--- config.mk ---
export PLATFORM = sky130hd
export DESIGN_NAME = gpio_edge_ctrl
export DESIGN_NICKNAME = d
export VERILOG_FILES = /design/src/rtl/gpio_pkg.sv /design/src/rtl/gpio_pin_sync.sv /design/src/rtl/gpio_event_reg.sv /design/src/rtl/gpio_edge_ctrl.sv
export SDC_FILE = /design/constraint.sdc
export NUM_CORES = 1
export LEC_CHECK = 0
export ABC_AREA = 1
export ABC_CLOCK_PERIOD_IN_PS = 2900
export CAP_MARGIN = 20
export CORE_MARGIN = 5
export CORE_UTILIZATION = 43
export CTS_BUF_LIST = sky130_fd_sc_hd__clkbuf_8
export DETAILED_ROUTE_END_ITERATION = 16
export DONT_BUFFER_PORTS = 1
export GPL_ROUTABILITY_DRIVEN = 1
export GPL_TIMING_DRIVEN = 0
export PLACE_DENSITY = 0.59
export SLEW_MARGIN = 20
export SYNTH_ARGS = -nofsm -noshare
export SYNTH_HDL_FRONTEND = slang
export SYNTH_HIERARCHICAL = 1
export SYNTH_SLANG_ARGS = --single-unit
--- constraint.sdc ---
create_clock -name clk -period 2.9 [get_ports clk]
set_clock_uncertainty 0.1 [all_clocks]
set_input_delay 0.29 -clock clk [delete_from_list [all_inputs] [get_ports clk]]
set_output_delay 0.29 -clock clk [all_outputs]
set_load 0.02 [all_outputs]
--- src/rtl/gpio_pkg.sv ---
package gpio_pkg;
  localparam int ADDR_W = 8;
  localparam int PIN_W  = 32;

  localparam logic [ADDR_W-1:0] OFS_DATA    = 8'h00;
  localparam logic [ADDR_W-1:0] OFS_DATA_S  = 8'h04;
  localparam logic [ADDR_W-1:0] OFS_DATA_C  = 8'h08;
  localparam logic [ADDR_W-1:0] OFS_PDIS    = 8'h0C;
  localparam logic [ADDR_W-1:0] OFS_DIR     = 8'h10;
  localparam logic [ADDR_W-1:0] OFS_DIR_S   = 8'h14;
  localparam logic [ADDR_W-1:0] OFS_DIR_C   = 8'h18;
  localparam logic [ADDR_W-1:0] OFS_SLP     = 8'h1C;
  localparam logic [ADDR_W-1:0] OFS_SEL_A   = 8'h20;
  localparam logic [ADDR_W-1:0] OFS_SEL_B   = 8'h24;
  localparam logic [ADDR_W-1:0] OFS_RISE_EN = 8'h40;
  localparam logic [ADDR_W-1:0] OFS_FALL_EN = 8'h44;
  localparam logic [ADDR_W-1:0] OFS_STAT    = 8'h48;
  localparam logic [ADDR_W-1:0] OFS_STAT_C  = 8'h4C;
  localparam logic [ADDR_W-1:0] OFS_RISE_WK = 8'h50;
  localparam logic [ADDR_W-1:0] OFS_FALL_WK = 8'h54;
  localparam logic [ADDR_W-1:0] OFS_WK_STAT = 8'h58;

  typedef enum logic [1:0] {
    FN_GPIO  = 2'b00,
    FN_ALT_A = 2'b01,
    FN_ALT_B = 2'b10,
    FN_ALT_C = 2'b11
  } pin_fn_e;

  function automatic pin_fn_e fn_code(input logic sel_b, input logic sel_a);
    return pin_fn_e'({sel_b, sel_a});
  endfunction
endpackage

--- src/rtl/gpio_pin_sync.sv ---
module gpio_pin_sync #(
  parameter int W      = 32,
  parameter int STAGES = 2
) (
  input  logic         clk,
  input  logic         rst,
  input  logic [W-1:0] pin_i,
  output logic [W-1:0] level_o,
  output logic [W-1:0] rise_o,
  output logic [W-1:0] fall_o
);
  logic [W-1:0] stage_q [STAGES];
  logic [W-1:0] prev_q;

  for (genvar s = 0; s < STAGES; s++) begin : g_stage
    always_ff @(posedge clk) begin
      if (rst) stage_q[s] <= '0;
      else if (s == 0) stage_q[s] <= pin_i;
      else stage_q[s] <= stage_q[(s == 0) ? 0 : s-1];
    end
  end

  always_ff @(posedge clk) begin
    if (rst) prev_q <= '0;
    else     prev_q <= stage_q[STAGES-1];
  end

  assign level_o = stage_q[STAGES-1];
  assign rise_o  = level_o & ~prev_q;
  assign fall_o  = ~level_o & prev_q;

  AST_LEVEL_HIST: assert property (@(posedge clk) disable iff (rst)
    1'b1 |=> (prev_q == $past(level_o)))
    else $error("edge history does not follow level");
endmodule

--- src/rtl/gpio_event_reg.sv ---
module gpio_event_reg #(
  parameter int W = 32
) (
  input  logic         clk,
  input  logic         rst,
  input  logic [W-1:0] set_i,
  input  logic [W-1:0] clr_i,
  output logic [W-1:0] status_o,
  output logic         any_o
);
  logic [W-1:0] status_q;
  logic [W-1:0] status_d;
  logic         any_q;

  assign status_d = (status_q & ~clr_i) | set_i;

  always_ff @(posedge clk) begin
    if (rst) begin
      status_q <= '0;
      any_q    <= 1'b0;
    end else begin
      status_q <= status_d;
      any_q    <= |status_d;
    end
  end

  assign status_o = status_q;
  assign any_o    = any_q;

  AST_SET_WINS: assert property (@(posedge clk) disable iff (rst)
    (set_i != '0) |=> ((status_q & $past(set_i)) == $past(set_i)))
    else $error("new event lost");
  AST_NO_SPURIOUS: assert property (@(posedge clk) disable iff (rst)
    1'b1 |=> ((status_q & ~$past(status_q) & ~$past(set_i)) == '0))
    else $error("status bit set without event");
  AST_ANY_MATCH: assert property (@(posedge clk) disable iff (rst)
    any_q == (status_q != '0))
    else $error("combined line disagrees with status");
endmodule

--- src/rtl/gpio_edge_ctrl.sv ---
module gpio_edge_ctrl
  import gpio_pkg::*;
#(
  parameter int PINS        = PIN_W,
  parameter int SYNC_STAGES = 2
) (
  input  logic              clk,
  input  logic              rst,
  input  logic              bus_wr,
  input  logic              bus_rd,
  input  logic [ADDR_W-1:0] bus_addr,
  input  logic [PINS-1:0]   bus_wdata,
  output logic [PINS-1:0]   bus_rdata,
  input  logic [PINS-1:0]   pin_in,
  output logic [PINS-1:0]   pin_out,
  output logic [PINS-1:0]   pin_oe,
  output logic [2*PINS-1:0] pin_func,
  output logic              irq,
  output logic              wake
);
  logic [PINS-1:0] out_q, dir_q, pdis_q, slp_q, sela_q, selb_q;
  logic [PINS-1:0] ren_q, fen_q, rwk_q, fwk_q;
  logic [PINS-1:0] level, rise, fall;
  logic [PINS-1:0] irq_set, wk_set, ev_clr, irq_stat, wk_stat;
  logic [PINS-1:0] rdata_q;

  gpio_pin_sync #(.W(PINS), .STAGES(SYNC_STAGES)) u_sync (
    .clk(clk), .rst(rst), .pin_i(pin_in),
    .level_o(level), .rise_o(rise), .fall_o(fall)
  );

  assign irq_set = (rise & ren_q) | (fall & fen_q);
  assign wk_set  = (rise & rwk_q) | (fall & fwk_q);
  assign ev_clr  = (bus_wr && bus_addr == OFS_STAT_C) ? bus_wdata : '0;

  gpio_event_reg #(.W(PINS)) u_irq_ev (
    .clk(clk), .rst(rst), .set_i(irq_set), .clr_i(ev_clr),
    .status_o(irq_stat), .any_o(irq)
  );

  gpio_event_reg #(.W(PINS)) u_wake_ev (
    .clk(clk), .rst(rst), .set_i(wk_set), .clr_i(ev_clr),
    .status_o(wk_stat), .any_o(wake)
  );

  always_ff @(posedge clk) begin
    if (rst) begin
      out_q  <= '0; dir_q  <= '0; pdis_q <= '0; slp_q <= '0;
      sela_q <= '0; selb_q <= '0; ren_q  <= '0; fen_q <= '0;
      rwk_q  <= '0; fwk_q  <= '0;
    end else if (bus_wr) begin
      case (bus_addr)
        OFS_DATA:    out_q  <= bus_wdata;
        OFS_DATA_S:  out_q  <= out_q | bus_wdata;
        OFS_DATA_C:  out_q  <= out_q & ~bus_wdata;
        OFS_PDIS:    pdis_q <= bus_wdata;
        OFS_DIR:     dir_q  <= bus_wdata;
        OFS_DIR_S:   dir_q  <= dir_q | bus_wdata;
        OFS_DIR_C:   dir_q  <= dir_q & ~bus_wdata;
        OFS_SLP:     slp_q  <= bus_wdata;
        OFS_SEL_A:   sela_q <= bus_wdata;
        OFS_SEL_B:   selb_q <= bus_wdata;
        OFS_RISE_EN: ren_q  <= bus_wdata;
        OFS_FALL_EN: fen_q  <= bus_wdata;
        OFS_RISE_WK: rwk_q  <= bus_wdata;
        OFS_FALL_WK: fwk_q  <= bus_wdata;
        default: ;
      endcase
    end
  end

  always_ff @(posedge clk) begin
    if (rst) rdata_q <= '0;
    else if (bus_rd) begin
      case (bus_addr)
        OFS_DATA:    rdata_q <= level;
        OFS_PDIS:    rdata_q <= pdis_q;
        OFS_DIR:     rdata_q <= dir_q;
        OFS_SLP:     rdata_q <= slp_q;
        OFS_SEL_A:   rdata_q <= sela_q;
        OFS_SEL_B:   rdata_q <= selb_q;
        OFS_RISE_EN: rdata_q <= ren_q;
        OFS_FALL_EN: rdata_q <= fen_q;
        OFS_STAT:    rdata_q <= irq_stat;
        OFS_RISE_WK: rdata_q <= rwk_q;
        OFS_FALL_WK: rdata_q <= fwk_q;
        OFS_WK_STAT: rdata_q <= wk_stat;
        default:     rdata_q <= '0;
      endcase
    end
  end

  for (genvar n = 0; n < PINS; n++) begin : g_func
    assign pin_func[2*n +: 2] = fn_code(selb_q[n], sela_q[n]);
  end

  assign bus_rdata = rdata_q;
  assign pin_out   = out_q;
  assign pin_oe    = dir_q;

  AST_DIR_SET: assert property (@(posedge clk) disable iff (rst)
    (bus_wr && bus_addr == OFS_DIR_S) |=> ((pin_oe & $past(bus_wdata)) == $past(bus_wdata)))
    else $error("direction set ignored");
  AST_DATA_CLR: assert property (@(posedge clk) disable iff (rst)
    (bus_wr && bus_addr == OFS_DATA_C) |=> ((pin_out & $past(bus_wdata)) == '0))
    else $error("data clear ignored");
  AST_DATA_SET_KEEP: assert property (@(posedge clk) disable iff (rst)
    (bus_wr && bus_addr == OFS_DATA_S) |=> ((pin_out & $past(pin_out)) == $past(pin_out)))
    else $error("data set cleared a bit");
  AST_ALIAS_RD_ZERO: assert property (@(posedge clk) disable iff (rst)
    (bus_rd && bus_addr == OFS_STAT_C) |=> (bus_rdata == '0))
    else $error("clear alias read not zero");
  AST_RDATA_HOLD: assert property (@(posedge clk) disable iff (rst)
    !bus_rd |=> $stable(bus_rdata))
    else $error("read data moved without strobe");
endmodule

# Yosys cells after proc, flatten, opt, wreduce, memory -nomap -nowiden
# Memory sizes are Yosys's and may differ from the RTL's.
# Index checks and enable logic that the tools add are counted.
[totals]
ramBits = 64
regBits = 450
output_inout_bits = 162
input_bits = 76
memories = 1
[classes]
reduce_logical = 16
n_mux = 9
eq_ne = 16
n_bitwise = 22
[memory_table]
columns = ["memory", "depth", "word_bits", "read_ports", "rd_clocked_by_memory_dff", "wr", "line", "text"]
rows = [
  ["u_sync.stage_q", 2, 32, 2, 0, 2, "gpio_pin_sync.sv:12", "logic [W-1:0] stage_q [STAGES];"],
]
[ops]
columns = ["op", "n"]
rows = [
  ["32-bit case mux with 12 select lines", 1],
  ["32-bit AND", 10],
  ["32-bit bitwise OR", 6],
  ["32-bit case mux with 3 select lines", 2],
  ["32-bit NOT", 4],
  ["32-bit two-way mux", 3],
  ["32-bit OR reduction", 2],
  ["8-bit by 7-bit == test with 1-bit output (second input constant)", 7],
  ["8-bit by 5-bit == test with 1-bit output (second input constant)", 4],
  ["2-bit AND reduction", 10],
  ["8-bit by 4-bit == test with 1-bit output (second input constant)", 2],
  ["8-bit by 6-bit == test with 1-bit output (second input constant)", 2],
  ["8-bit by 3-bit == test with 1-bit output (second input constant)", 1],
  ["8-bit zero test", 1],
  ["3-bit nonzero test", 2],
  ["1-bit two-way mux", 3],
  ["1-bit bitwise OR", 2],
  ["1-bit logical AND", 1],
]

# Depth between registers and ports, before layout
# Gate-level depths: netlist of run 1.
[logic_depth]
depth_word = 7
mapped_depth = 17
ltp_nobuf = 14

# By module
# Netlist of run 1, hierarchy kept.
[by_module_without_submodules]
columns = ["mod", "instances", "area_each_um2", "cells_each"]
rows = [
  ["gpio_edge_ctrl", 1, 17169.0, 2454],
  ["gpio_pin_sync", 1, 3174.3, 395],
  ["gpio_event_reg", 2, 1460.2, 229],
]

# Least setup slack after synthesis of run 1
# No wires, ideal clock.
[synth_path]
path_type = "input-to-reg"
startpoint = "input bus_addr[7]"
endpoint = "register u_irq_ev.any_q (netlist: u_irq_ev/any_o)"
path_stages = 17
slack_ns = 0.605
setup_ns = 0.117
arrival_time_ns = 2.078
path_buffers = 3
path_cell_list = "inv_1 > nand2_1 > nor2_2 > buf_2 > buf_2 > nand3_1 > clkbuf_1 > nor2_1 > inv_1 > nand2_2 > nand2_2 > nor2_2 > nand2_1 > nor2_1 > nand2_1 > nor2_1 > nor2_1"
[synth_via]
elab_chain_cells = 7
[synth_rtl]
columns = ["item", "line", "text"]
rows = [
  ["start: declaration", "gpio_edge_ctrl.sv:11", "input logic [ADDR_W-1:0] bus_addr,"],
  ["8-bit by 7-bit == test with 1-bit output", "gpio_edge_ctrl.sv:34", "assign ev_clr = (bus_wr && bus_addr == OFS_STAT_C) ? bus_wdata : '0;"],
  ["1-bit logical AND", "gpio_edge_ctrl.sv:34", ""],
  ["32-bit two-way mux", "gpio_edge_ctrl.sv:34", ""],
  ["named net ev_clr[21]", "gpio_edge_ctrl.sv:24", "logic [PINS-1:0] irq_set, wk_set, ev_clr, irq_stat, wk_stat;"],
  ["32-bit NOT", "gpio_event_reg.sv:15", "assign status_d = (status_q & ~clr_i) | set_i;"],
  ["32-bit AND", "gpio_event_reg.sv:15", ""],
  ["32-bit bitwise OR", "gpio_event_reg.sv:15", ""],
  ["32-bit OR reduction", "gpio_event_reg.sv:23", "any_q <= |status_d;"],
  ["end signal: assignment", "gpio_event_reg.sv:23", ""],
  ["end: declaration", "gpio_event_reg.sv:13", "logic any_q;"],
]
# The timed path passes the listed nets, and every way through them passes these cells.
# A chain may end at the register's enable or synchronous reset.

# Worst setup path after layout of run 1
# Same ends and word-level chain as after synthesis.

==> results.py, run 1 <==
metrics = {
    "synthesis": {
        "syn_area_mm2": 0.0233,
        "synth_warnings": 6,
        "synth.area.top_cells": "dfxtp_1 44%, nand2_1 9.3%, nor2_1 9.0%",
        "synth-async-reset-ratio": 0,
        "synth_edf_count": 0,
        "synth_top_cell_by_area": "dfxtp_1",
        "synthCells": 3307,
        "synth-main-ff-cell": "dfxtp_1",
        "synth_nets": 3383,
        "seq_area_frac_synth": 0.442,
        "synth-seq-cells": 514,
        "synth_top_cell_area_share": 0.442,
        "synth_cell_types": 28,
        "synth.avg_cell_area_um2": 7.03,
    },
    "final_layout": {
        "final_common_cell": "nand2_1",
        "most-common-layout-cells": "577 x nand2_1, 554 x nor2_1, 514 x dfxtp_1",
        "nFillCells": 5389,
        "synthToLayoutAreaGrowth_pct": 16.0,
        "seqCellArea_mm2": 0.0103,
        "drive_above_1_share": 0.0975,
        "multiInputGateArea_mm2": 0.0106,
        "finalNetCount": 3564,
        "design_area_mm2": 0.0270,
    },
    "sta": {
        "fmax_mhz": 344,
        "setup_viol": 1,
        "tightest_slew_ns": 1.29,
        "hold_viol": 0,
        "setup_slack_ns": -0.00386,
        "fin_setup_tns_ns": -0.00386,
        "final_max_slew_viol_count": 0,
        "min_period_ns": 2.90,
        "slew_headroom": 0.140,
        "fin_crit_sh": 1.00,
        "rsz0062_at_grt": "false",
    },
    "die": {
        "core_mm2": 0.0537,
        "die_h_um": 243,
        "io-pin-count": 238,
        "row_count": 85,
        "dieArea_mm2": 0.0589,
        "start_util": 0.433,
        "die_w_um": 243,
    },
    "detailed_routing": {
        "wl_um": 114000,
        "vias_per_cell": 5.95,
        "dr_total_vias": 25300,
        "drc": 0,
        "drt_iter0_drc": 3403,
        "routedWlPerCell_um": 26.8,
        "antenna_left": 0,
        "firstDrtPassIters": 6,
    },
    "grt": {
        "grt.total_usage": 0.367,
        "grt_pass1_wl_um": 161000,
        "grt-ovfl-total": 0,
        "grt_max_degree": 20,
        "grt_pass1_vias": 23800,
        "antenna_found_initial": 3,
    },
    "setup_path": {
        "crit_type": "input pin to register",
        "worstPathRequired_ns": 3.37,
        "max_stage_delay_ns": 0.46,
        "startpoint_type": "input pin",
        "cp.arrival_ns": 3.37,
        "crit_chain": "inv_1 > nand2_1 > nor2_2 > buf_4 > nand3_2 > buf_2 > nor2_1 > inv_1 > nand2_1 > nand2_1 > nor2_1 > nand2_1 > nor2_1 > nand2_1 > nor2_1 > nor2_1",
        "crit_path_end_kind": "register",
        "crit_fanout": 19,
        "crit_slowest_cell": "buf_4",
        "reg2reg_slack_ns": 0.69,
    },
    "clocking": {
        "clkTransAtPathRegs_ns": 0.07,
        "cts_buffer_depth": 3,
        "clk_latency_ns": 0.74,
        "htreeDepth": 3,
        "cts_buffers": 91,
        "clkSinkCount": 514,
        "cts_root_buffer": "clkbuf_8",
        "tritoncts": "built",
    },
    "power_and_ir_drop": {
        "intPower_mw": 11.2,
        "powerDensity_mw_per_mm2": 568,
        "combPwrFrac": 0.062,
        "p_sw_frac": 0.269,
        "max-vdd-ir-drop_uv": 372,
        "p_seq_frac": 0.468,
        "clockPowerShare": 0.470,
        "power.switching_mw": 4.13,
        "p_leak_nw": 11.3,
        "power_mw": 15.3,
    },
    "placed_design": {
        "post-dp-hpwl_um": 79800,
        "io_buffer_count": 0,
        "gp_congestion": 1.01,
        "postPlaceCellArea_mm2": 0.0241,
    },
    "status": {
        "status": "complete, but fails checks",
        "violations": "negative setup slack",
    },
    "worst_hold_path": {
        "hold_class": "input pin to register",
    },
    "flow_run": {
        "max_cap_violations": 0,
    },
}
==> worst max-delay path, delay by kind of cell <==
family,cells,cell delay [ns]
buf+inv,4,0.88
simple gates,12,2.16
==> logic make-up after synthesis <==
family	count (synthesis)	synth area share
and+or+nand+nor	1670	0.308
buffers and inverters	575	0.103
DFF	514	0.442
AOI/OAI and AO/OA	548	0.146
==> metrics by stage <==
stage / instances / hold WS, ns / setup slack (ns) / util
after floorplan: 3307 / 0.288 / 0.605 / -
after global placement: 4003 / 0.292 / -0.952 / 0.449
after detailed placement: 4003 / 0.293 / -0.979 / 0.450
after CTS: 4255 / 0.0140 / 0.0272 / 0.502
after global routing: 4255 / 0.0863 / 0.0425 / 0.502
final: 4258 / 0.0473 / -0.00386 / 0.502
==> sequential cells by signal, summed over array words and instances, names as in the netlist <==
name,count
fen_q,32
rwk_q,32
ren_q,32
u_sync/prev_q,32
pin_oe,32
u_wake_ev/status_o,32
pdis_q,32
bus_rdata,32
selb_q,32
fwk_q,32
u_sync/stage_q,64
slp_q,32
pin_out,32
sela_q,32
u_irq_ev/any_o,1
u_wake_ev/any_o,1
u_irq_ev/status_o,32
==> cell usage after synthesis, drive strengths merged (2+ instances only) <==
cell type and count:
nand2 591, nor2 570, dfxtp 514, nand3 410, inv 304, a21oi 257, a211oi 160, buf 151
clkbuf 118, nand4 96, o21ai 66, a22o 64, clkinv 2, nor3 2
==> worst paths after layout <==
| path | start | to | depth (start not counted) |
|---|---|---|---|
| worst max-delay path | bus_addr[7] | u_irq_ev/any_o | 16 |
| worst min-delay path | bus_addr[5] | ren_q[0] | 7 |
| worst max register to register | u_sync/stage_q[1][14] | u_irq_ev/any_o | 10 |
| worst min register to register | u_sync/stage_q[0][3] | u_sync/stage_q[1][3] | 2 |
==> layout make-up <==
type	instances	share of cell area
repair buffers	89	0.0330
multi-input cells	2218	0.392
plain buffers	268	0.0467
flip-flops and latches	514	0.381
inverters	306	0.0426
well taps	696	0.0323
diodes	3	0.000278
clock inverters	48	0.0124
clock buffers	116	0.0592
==> power groups by stage <==
stage / logic (mW) / registers, mW / clock network [mW]
after floorplan: 0.419 / 7.31 / 0
after global placement: 0.786 / 7.33 / 0
after detailed placement: 0.796 / 7.33 / 0
after CTS: 0.892 / 7.17 / 7.22
after global routing: 0.961 / 7.18 / 7.59
final: 0.949 / 7.18 / 7.22
==> repair_timing <==
action | CTS | global route
setup buffers | 0 | 0
hold buffers | 89 | 0
gates resized for setup | 2 | 6
endpoints found under the setup margin | 2 | 2
endpoints found under the hold margin | 244 | 0
==> routing by layer <==
layer,global-route usage,vias up,wire length [um]
met3,0.158,429,17000
met2,0.544,1849,47300
met1,0.451,11800,42600
met5,0,-,0
met4,0.204,0,7280
li1,-,11300,-
No activity file was read; power rests on OpenSTA's default activity.
==> inputs of run 2 (changes only) <==
--- a/config.mk
+++ b/config.mk
@@ -6,7 +6,7 @@
 export NUM_CORES = 1
 export LEC_CHECK = 0
 export ABC_AREA = 1
-export ABC_CLOCK_PERIOD_IN_PS = 2900
+export ABC_CLOCK_PERIOD_IN_PS = 3400
 export CAP_MARGIN = 20
 export CORE_MARGIN = 5
 export CORE_UTILIZATION = 43
==> constraint.sdc (replaced) <==
create_clock -name clk -period 3.4 [get_ports clk]
set_clock_uncertainty 0.1 [all_clocks]
set_input_delay 0.34 -clock clk [delete_from_list [all_inputs] [get_ports clk]]
set_output_delay 0.34 -clock clk [all_outputs]
set_load 0.02 [all_outputs]
==> run 2 against run 1 <==
Net effect: the run still ends with negative setup slack left; routed wire length barely moved; final cell count fell by 0.33%; critical endpoint is now u_wake_ev/any_o; count of clock-buffer cells in the layout did not move; critical path type unchanged.
==> results.py, run 2 (synthesis results as in run 1) <==
metrics = {
    "placed_design": {
        "post-dp-hpwl_um": 79800,
        "postPlaceCellArea_mm2": 0.0241,
        "gp_congestion": 1.01,
        "io_buffer_count": 0,
        "place_ws_ns": -0.529,
        "placedCellCount": 4003,
    },
    "power_and_ir_drop": {
        "max-vdd-ir-drop_uv": 317,
        "powerDensity_mw_per_mm2": 487,
        "power_mw": 13.1,
        "p_leak_nw": 11.2,
    },
    "final_layout": {
        "postLayoutCoreUtil": 0.500,
        "final_common_cell": "nand2_1",
        "finalNetCount": 3550,
        "top_register": "u_sync/stage_q",
        "synthToLayoutAreaGrowth_pct": 15.3,
        "largest_reg_flops": 64,
        "drive_above_1_share": 0.0976,
        "design_area_mm2": 0.0268,
        "most-common-layout-cells": "577 x nand2_1, 555 x nor2_1, 514 x dfxtp_1",
        "final_cells": 4244,
    },
    "die": {
        "io-pin-count": 238,
        "die_w_um": 243,
        "row_count": 85,
        "die_h_um": 243,
        "core_mm2": 0.0537,
        "start_util": 0.433,
        "dieArea_mm2": 0.0589,
    },
    "grt": {
        "antenna_found_initial": 2,
        "grt_max_degree": 14,
        "grt_pass1_wl_um": 160000,
        "grt-ovfl-total": 0,
        "grt_pass1_vias": 23700,
        "grt.total_usage": 0.367,
    },
    "detailed_routing": {
        "wl_um": 114000,
        "antenna_left": 0,
        "firstDrtPassIters": 6,
        "vias_per_cell": 5.96,
        "drt_iter0_drc": 3282,
        "routedWlPerCell_um": 26.9,
        "dr_total_vias": 25300,
        "drc": 0,
    },
    "clocking": {
        "tritoncts": "built",
        "htreeDepth": 3,
        "cts_buffers": 91,
        "cts_buffer_depth": 3,
        "cts_root_buffer": "clkbuf_8",
        "clk_latency_ns": 0.72,
        "clkTransAtPathRegs_ns": 0.07,
        "clkSinkCount": 514,
    },
    "sta": {
        "tightest_slew_ns": 1.26,
        "fin_setup_tns_ns": -0.0549,
        "fin_crit_sh": 1.02,
        "setup_viol": 2,
        "min_period_ns": 3.45,
        "rsz0062_at_grt": "false",
        "slew_headroom": 0.159,
        "hold_viol": 0,
        "final_max_slew_viol_count": 0,
        "setup_slack_ns": -0.0544,
        "fmax_mhz": 289,
        "holdWs_ns": 0.0615,
    },
    "status": {
        "violations": "negative setup slack",
        "status": "complete, but fails checks",
    },
    "setup_path": {
        "crit_type": "input pin to register",
        "startpoint_type": "input pin",
        "crit_fanout": 10,
        "cp.arrival_ns": 3.91,
        "reg2reg_slack_ns": 1.19,
        "crit_path_end_kind": "register",
        "worstPathRequired_ns": 3.86,
    },
    "flow_run": {
        "max_cap_violations": 0,
    },
    "worst_hold_path": {
        "hold_class": "input pin to register",
    },
}
[run 2: cell count changes in the layout (fill, tap and decap cells not counted)]
cell and change:
nand3_1 +1, buf_2 +3, dlygate4sd3_1 -15, nand3_2 -1, buf_4 -2, nor2_1 +1
nor2_2 -1
[run 2: area by class of cell]
cell class	instances	area, um2
diodes	3	7.51
clock inverters	48	334
flip-flops and latches	514	10300
plain buffers	269	1260
well taps	696	871
inverters	306	1150
repair buffers	74	741
multi-input cells	2218	10600
fillers	5405	26900
clock buffers	116	1600
[run 2: critical path: stages]
cell and delay (ns):
inv_1 0.05, nand2_1 0.09, nor2_2 0.35, clkbuf_4 0.41, buf_2 0.39, nand3_1 0.35
buf_2 0.36, nor2_1 0.18, inv_1 0.06, nand2_1 0.08, nand2_1 0.06, nor2_1 0.17
nand2_1 0.10, nor2_1 0.27, nand2_1 0.26, nor2_1 0.28, nor2_1 0.07
[run 2: per-layer routing]
metal  part of all wire  track usage  vias to the layer above
met5            0.00014            0                        -
met4              0.065        0.207                        2
met3               0.15        0.163                      414
met2               0.41        0.538                     1853
met1               0.37        0.448                    11800
li1                   -            -                    11200
[run 2: path summary, 6_finish.rpt]
check | startpoint | end | cells past startpoint
max reg2reg | u_sync/stage_q[1][14] | u_wake_ev/any_o | 10
min | bus_addr[3] | slp_q[31] | 6
min reg2reg | u_sync/stage_q[0][4] | u_sync/stage_q[1][4] | 2
max | bus_addr[7] | u_wake_ev/any_o | 17
[run 2: power breakdown]
part           internal [mW]  leakage (nW)  switching, mW
combinational          0.161          5.99          0.637
clock                   3.32          1.07           2.83
sequential              6.08          4.16         0.0414
[run 2: timing repair]
item / 4_1_cts / 5_1_grt
buffers inserted: 0 / 0
hold buffers: 74 / 0
endpoints found under the hold margin: 202 / 0
gates resized for setup: 0 / 3
setup endpoints to repair: 0 / 2
